==> config.mk <==
export PLATFORM = sky130hd
export DESIGN_NAME = bus_cycle_seq
export DESIGN_NICKNAME = d
export VERILOG_FILES = /design/src/rtl/bus_seq_pkg.sv /design/src/rtl/bcs_ctrl.sv /design/src/rtl/bcs_hold.sv /design/src/rtl/bcs_rdata.sv /design/src/rtl/bus_cycle_seq.sv
export SDC_FILE = /design/constraint.sdc
export NUM_CORES = 1
export LEC_CHECK = 0
export BUFFER_PORTS_ARGS = -buffer_cell sky130_fd_sc_hd__buf_2
export CORE_MARGIN = 1
export CORE_UTILIZATION = 40
export CTS_CLUSTER_DIAMETER = 120
export DETAILED_ROUTE_END_ITERATION = 16
export PLACE_DENSITY = 0.72
export RECOVER_POWER = 50
export SETUP_SLACK_MARGIN = 0.3
export SYNTH_ARGS = -nofsm -noshare
export SYNTH_HDL_FRONTEND = slang
export SYNTH_SLANG_ARGS = --single-unit
export TNS_END_PERCENT = 50
==> constraint.sdc <==
create_clock -name clk_i -period 3.9 [get_ports clk_i]
set_clock_uncertainty 0.2 [all_clocks]
set_input_delay 0.975 -clock clk_i [delete_from_list [all_inputs] [get_ports clk_i]]
set_output_delay 0.975 -clock clk_i [all_outputs]
set_load 0.05 [all_outputs]
==> src/rtl/bus_seq_pkg.sv <==
package bus_seq_pkg;
  typedef enum logic [1:0] {
    ST_IDLE   = 2'd0,
    ST_SETUP  = 2'd1,
    ST_STROBE = 2'd2,
    ST_END    = 2'd3
  } seq_state_e;
endpackage

==> src/rtl/bcs_ctrl.sv <==
module bcs_ctrl
  import bus_seq_pkg::*;
(
  input  logic       clk_i,
  input  logic       rst_ni,
  input  logic       req_i,
  input  logic       rdy_i,
  input  logic       write_q_i,
  output seq_state_e state_o,
  output logic       load_o,
  output logic       capture_o
);
  seq_state_e state_q, state_d;

  always_comb begin
    state_d = state_q;
    unique case (state_q)
      ST_IDLE:   if (req_i) state_d = ST_SETUP;
      ST_SETUP:  state_d = ST_STROBE;
      ST_STROBE: if (rdy_i) state_d = ST_END;
      ST_END:    state_d = ST_IDLE;
      default:   state_d = ST_IDLE;
    endcase
  end

  always_ff @(posedge clk_i or negedge rst_ni) begin
    if (!rst_ni) state_q <= ST_IDLE;
    else         state_q <= state_d;
  end

  assign state_o   = state_q;
  assign load_o    = (state_q == ST_IDLE) && req_i;
  assign capture_o = (state_q == ST_STROBE) && rdy_i && !write_q_i;
endmodule

==> src/rtl/bcs_hold.sv <==
module bcs_hold #(
  parameter int unsigned AW = 16,
  parameter int unsigned DW = 16
) (
  input  logic          clk_i,
  input  logic          rst_ni,
  input  logic          load_i,
  input  logic [AW-1:0] addr_i,
  input  logic [DW-1:0] wdata_i,
  input  logic          write_i,
  input  logic          io_i,
  output logic [AW-1:0] addr_o,
  output logic [DW-1:0] wdata_o,
  output logic          write_o,
  output logic          io_o
);
  always_ff @(posedge clk_i or negedge rst_ni) begin
    if (!rst_ni) begin
      addr_o  <= '0;
      wdata_o <= '0;
      write_o <= 1'b0;
      io_o    <= 1'b0;
    end else if (load_i) begin
      addr_o  <= addr_i;
      wdata_o <= wdata_i;
      write_o <= write_i;
      io_o    <= io_i;
    end
  end
endmodule

==> src/rtl/bcs_rdata.sv <==
module bcs_rdata #(
  parameter int unsigned DW = 16
) (
  input  logic          clk_i,
  input  logic          rst_ni,
  input  logic          capture_i,
  input  logic [DW-1:0] din_i,
  output logic [DW-1:0] rdata_o
);
  always_ff @(posedge clk_i or negedge rst_ni) begin
    if (!rst_ni)        rdata_o <= '0;
    else if (capture_i) rdata_o <= din_i;
  end
endmodule

==> src/rtl/bus_cycle_seq.sv <==
module bus_cycle_seq
  import bus_seq_pkg::*;
#(
  parameter int unsigned AW = 16,
  parameter int unsigned DW = 16
) (
  input  logic          clk_i,
  input  logic          rst_ni,
  input  logic          req_i,
  input  logic [AW-1:0] req_addr_i,
  input  logic [DW-1:0] req_wdata_i,
  input  logic          req_write_i,
  input  logic          req_io_i,
  output logic          busy_o,
  output logic          done_o,
  output logic [DW-1:0] rdata_o,
  output logic [AW-1:0] bus_addr_o,
  output logic [DW-1:0] bus_dout_o,
  output logic          bus_doe_o,
  input  logic [DW-1:0] bus_din_i,
  output logic          bus_rd_o,
  output logic          bus_wr_o,
  output logic          bus_io_o,
  input  logic          bus_rdy_i
);
  seq_state_e state;
  logic       load, capture;
  logic       write_q, io_q;
  logic       strobe, drive_phase;

  bcs_ctrl u_ctrl (
    .clk_i     (clk_i),
    .rst_ni    (rst_ni),
    .req_i     (req_i),
    .rdy_i     (bus_rdy_i),
    .write_q_i (write_q),
    .state_o   (state),
    .load_o    (load),
    .capture_o (capture)
  );

  bcs_hold #(.AW(AW), .DW(DW)) u_hold (
    .clk_i   (clk_i),
    .rst_ni  (rst_ni),
    .load_i  (load),
    .addr_i  (req_addr_i),
    .wdata_i (req_wdata_i),
    .write_i (req_write_i),
    .io_i    (req_io_i),
    .addr_o  (bus_addr_o),
    .wdata_o (bus_dout_o),
    .write_o (write_q),
    .io_o    (io_q)
  );

  bcs_rdata #(.DW(DW)) u_rdata (
    .clk_i     (clk_i),
    .rst_ni    (rst_ni),
    .capture_i (capture),
    .din_i     (bus_din_i),
    .rdata_o   (rdata_o)
  );

  assign strobe      = (state == ST_STROBE);
  assign drive_phase = (state == ST_SETUP) || strobe;
  assign busy_o      = (state != ST_IDLE);
  assign done_o      = (state == ST_END);
  assign bus_rd_o    = strobe && !write_q;
  assign bus_wr_o    = strobe && write_q;
  assign bus_doe_o   = drive_phase && write_q;
  assign bus_io_o    = busy_o && io_q;
endmodule

==> metrics.cfg, run 1 <==
[synth]
postSynthCellCount=122
synthesis.nets=179
mappedNetlistArea_mm2=0.00207
yosysWarnings=0
ys_seq_area_share_pct=62.9
ys_types=15
avgSynthCellArea_um2=17.0
synthTopCellsByArea=dfrtp_1, mux2_2, mux2_4
synth-seq-cells=52
synth_top_cell_area_share_pct=62.9
yosysTopAreaCell=dfrtp_1

[finish]
final_layout_size_suffix_gt1_share_pct=63.5
utilization_pct=55.2
finalNetCount=290
diodes=0
area_delta_synth_final_pct=29.4
final_cell_mix=buf_2, dfrtp_1, mux2_2, clkbuf_1, mux2_1
final_common_cell=buf_2

[worst_setup_path]
crit_chain=inv_1 -> ha_1 -> nor2b_1 -> buf_2
cp_max_fo=4
endpoint_kind=output port
crit_buf_inv=2
required_ns=2.72
start_kind=register
r2r-start=u_ctrl.state_o[0]
crit_type=register to output port
r2r-end=u_rdata.rdata_o[7]
critPathTopFamily=flip-flops
ff2ff_path_depth=5
r2r_slack_ns=1.80
critPathSlowestCell=dfrtp_1
max_stage_delay_ns=0.41
crit_arrival_ns=1.46

[timing]
relSlewSlack_pct=-29.1
fin_crit_sh_pct=67.6
tightest_slew_ns=1.94
fin_crit_ns=2.64
drv_slew=39
timing.hold.ws_ns=0.291
fmax_mhz=379
rsz0062_at_grt=no
setup_violations=0
setup_tns_ns=0
hold_viol=0

[routing]
final_antenna_net_count=0
vias_per_cell=4.62
drt-wirelength-per-cell_um=11.9
num_vias=1385
first_iter_violations=14
first_pass_iters=2
drcViolationCount=0
wl_mm=3.57

[cts]
clk_pin_slew_worst_paths_ns=0.08
insertion_delay_ns=0.29
holdBufCountCts=0
cts.sinks=52
htree_levels=2
cts_tree=done
cts-root-buf=clkbuf_8
clockBufferDepth=2
cts_buffers=5
post_cts_buffers=0
cts_resized=0

[floorplanning]
rows=25
core_area_mm2=0.00485
die_h_um=73.9
dieArea_mm2=0.00547
floorplan.initialDensity_pct=42.7
io_pins=108
die_w_um=73.9

[status]
violations=max-capacitance violations, max-slew violations
status=finished with violations

[placement]
io_buffers=107
place.gp.congestion=0.728
hpwl_mm=2.71

[global_route]
grt_pass1_wl_mm=5.61
grt_usage_pct=13.8
antenna_found_initial=0
grt_max_degree=39
first_global_vias=1297
overflow=0

[hold_path]
min_path_cells=1
hp-class=register to register
hold_end=u_rdata.rdata_o[6]
min_from=u_rdata.rdata_o[6]

[job]
maxCapViolCount=1

-- area by class of cell --
| cell class | instances | area [µm²] |
|---|---|---|
| Timing Repair Buffer | 108 | 531 |
| Tap cell | 67 | 83.8 |
| Multi-Input combinational cell | 62 | 669 |
| Clock buffer | 6 | 72.6 |
| Sequential cell | 52 | 1300 |
| Inverter | 4 | 15.0 |
| Clock inverter | 1 | 5.00 |
| Fill cell | 435 | 2170 |
-- state kept, by name (all words and copies together) (netlist names) --
name	cells
u_ctrl.state_o	2
u_rdata.rdata_o	16
u_hold.write_o	1
u_hold.addr_o	16
u_hold.wdata_o	16
u_hold.io_o	1
-- per-layer routing --
layer,track usage [%],wire [µm],vias to the layer above
li1,-,-,644
met5,0,0,-
met3,6.78,419,4
met2,21.5,1610,79
met4,5.13,31,0
met1,16.6,1510,658
-- worst max-delay path by stage --
stage,depth (start not counted),slack (ns),start,end
finish,4,1.26,u_ctrl.state_o[0],bus_rd_o
floorplan,3,1.38,u_ctrl.state_o[0],bus_io_o
CTS,4,1.23,u_ctrl.state_o[0],bus_rd_o
global placement,3,1.49,req_i,u_hold.wdata_o[5]
detailed placement,3,1.46,req_i,u_hold.addr_o[3]
global route,1,0.90,rst_ni,u_hold.wdata_o[12]
-- Yosys cell counts --
master     instances
a2bb2oi_1          1
and2_1             1
and2_2             1
buf_12             1
buf_2              3
dfrtp_1           52
ha_1               3
inv_1              4
mux2_2            41
mux2_4            10
nand2_2            1
nand2_4            1
nor2b_1            1
nor2b_4            1
o22a_1             1
-- through the flow --
step | setup WS (ns) | cells | cell area, µm²
detailed placement | 1.46 | 293 | 2660
global route | 0.903 | 300 | 2680
floorplan | 1.38 | 122 | 2070
finish | 1.26 | 300 | 2680
CTS | 1.23 | 300 | 2740
global placement | 1.49 | 293 | 2660
-- logic make-up after synthesis --
family          synth area share, %
fa+ha+maj                      1.81
flops                          62.9
mux                            29.6
compound gates                0.847
buf+inv                        2.42
simple gates                   2.48
Power of run 1 is not shown: default switching activity piles up to over one toggle a cycle in this logic, so the estimate is an artifact.
==> inputs of run 2 (changes only) <==
Clock period 3.9 ns to 2.7 ns, I/O delays scaled along.
==> run 2 against run 1 <==
Die area did not move. Critical path depth did not move. The run still ends with max-capacitance violations, max-slew violations left. First-iteration DRC count rose by 57%.
==> metrics.cfg, run 2 (same netlist as run 1, synthesis figures left out) <==
[routing]
vias_per_cell=4.61
drt-wirelength-per-cell_um=12.4
first_iter_violations=22
first_pass_iters=4
drcViolationCount=0
wl_mm=3.75
num_vias=1393
final_antenna_net_count=0

[worst_setup_path]
crit_arrival_ns=1.42
r2r-end=u_rdata.rdata_o[7]
crit_type=register to output port
ff2ff_path_depth=5
critPathSlowestCell=dfrtp_1
r2r_slack_ns=0.49
start_kind=register
cp_max_fo=4
required_ns=1.82
endpoint_kind=output port
r2r-start=u_ctrl.state_o[0]
max_stage_delay_ns=0.40
crit_chain=inv_1 -> ha_1 -> nor2b_1 -> buf_4

[hold_path]
hold_end=u_hold.addr_o[10]
hp-class=register to register
min_from=u_hold.addr_o[10]
min_path_cells=1

[timing]
setup_violations=0
fin_crit_ns=2.29
tightest_slew_ns=1.55
rsz0062_at_grt=no
fmax_mhz=436
fin_crit_sh_pct=84.9
setup_tns_ns=0
drv_slew=31
hold_viol=0
timing.hold.ws_ns=0.308
relSlewSlack_pct=-3.66

[cts]
cts_resized=0
cts_tree=done
clk_pin_slew_worst_paths_ns=0.08
cts_buffers=5
htree_levels=2
holdBufCountCts=0
post_cts_buffers=0
insertion_delay_ns=0.29
cts.sinks=52
clockBufferDepth=2
cts-root-buf=clkbuf_8

[placement]
io_buffers=107
hpwl_mm=2.94
place.gp.congestion=0.797

[finish]
diodes=0
top_regs=u_hold.addr_o (16), u_hold.wdata_o (16), u_rdata.rdata_o (16)
area_delta_synth_final_pct=32.8
final_common_cell=buf_2
finalNetCount=292
final_cell_mix=buf_2, dfrtp_1, mux2_2, clkbuf_1, mux2_4
final_layout_size_suffix_gt1_share_pct=66.0

[floorplanning]
die_w_um=73.9
dieArea_mm2=0.00547
rows=25
io_pins=108
core_area_mm2=0.00485
floorplan.initialDensity_pct=42.7
die_h_um=73.9

[global_route]
overflow=0
grt_usage_pct=14.3
grt_max_degree=31
grt_pass1_wl_mm=5.89
antenna_found_initial=0
first_global_vias=1355

[status]
violations=max-capacitance violations, max-slew violations
status=finished with violations

[job]
maxCapViolCount=1

## run 2: cell count changes in the layout (fill, tap and decap cells not counted), sizes merged
cell	before	now
clkbuf	16	23
buf	98	94
clkinv	1	0
## run 2: area by class of cell
| class | instances | area (µm²) |
|---|---|---|
| clock buffers | 7 | 96.3 |
| repair buffers | 110 | 551 |
| flip-flops and latches | 52 | 1300 |
| inverters | 4 | 15.0 |
| fillers | 410 | 2100 |
| well taps | 67 | 83.8 |
| multi-input cells | 62 | 701 |
## run 2: metrics by stage
stage	instances	utilization, %	instance area, µm²	setup WS, ns
detailed placement	295	55.5	2690	0.645
global route	302	56.7	2750	0.254
finish	302	56.7	2750	0.408
floorplan	122	-	2070	0.480
global placement	295	55.5	2690	0.717
CTS	302	57.4	2790	0.308
## run 2: layer usage
layer | up-vias | GRT usage (%) | part of all wire (%)
li1 | 646 | - | -
met1 | 665 | 16.5 | 41
met2 | 78 | 23.4 | 46
met3 | 4 | 6.37 | 12
met4 | 0 | 5.77 | 0.88
met5 | - | 0 | 0
## run 2: worst max-delay path by stage
stage,from,to,slack (ns),cells after the start
3_3_place_gp,u_ctrl.state_o[0],bus_rd_o,0.72,4
4_1_cts,u_ctrl.state_o[0],bus_rd_o,0.31,4
6_report,u_ctrl.state_o[0],bus_rd_o,0.41,4
3_5_place_dp,u_ctrl.state_o[0],bus_rd_o,0.64,4
2_1_floorplan,u_ctrl.state_o[0],bus_io_o,0.48,3
5_1_grt,u_ctrl.state_o[0],bus_rd_o,0.25,4
## run 2: critical path, delay by kind of cell (launching register included)
family	cells	cell delay, ns
DFF	1	0.40
adders and majority gates	1	0.21
buffers and inverters	2	0.31
and+or+nand+nor	1	0.20
Power of run 2 is left out for the same reason.
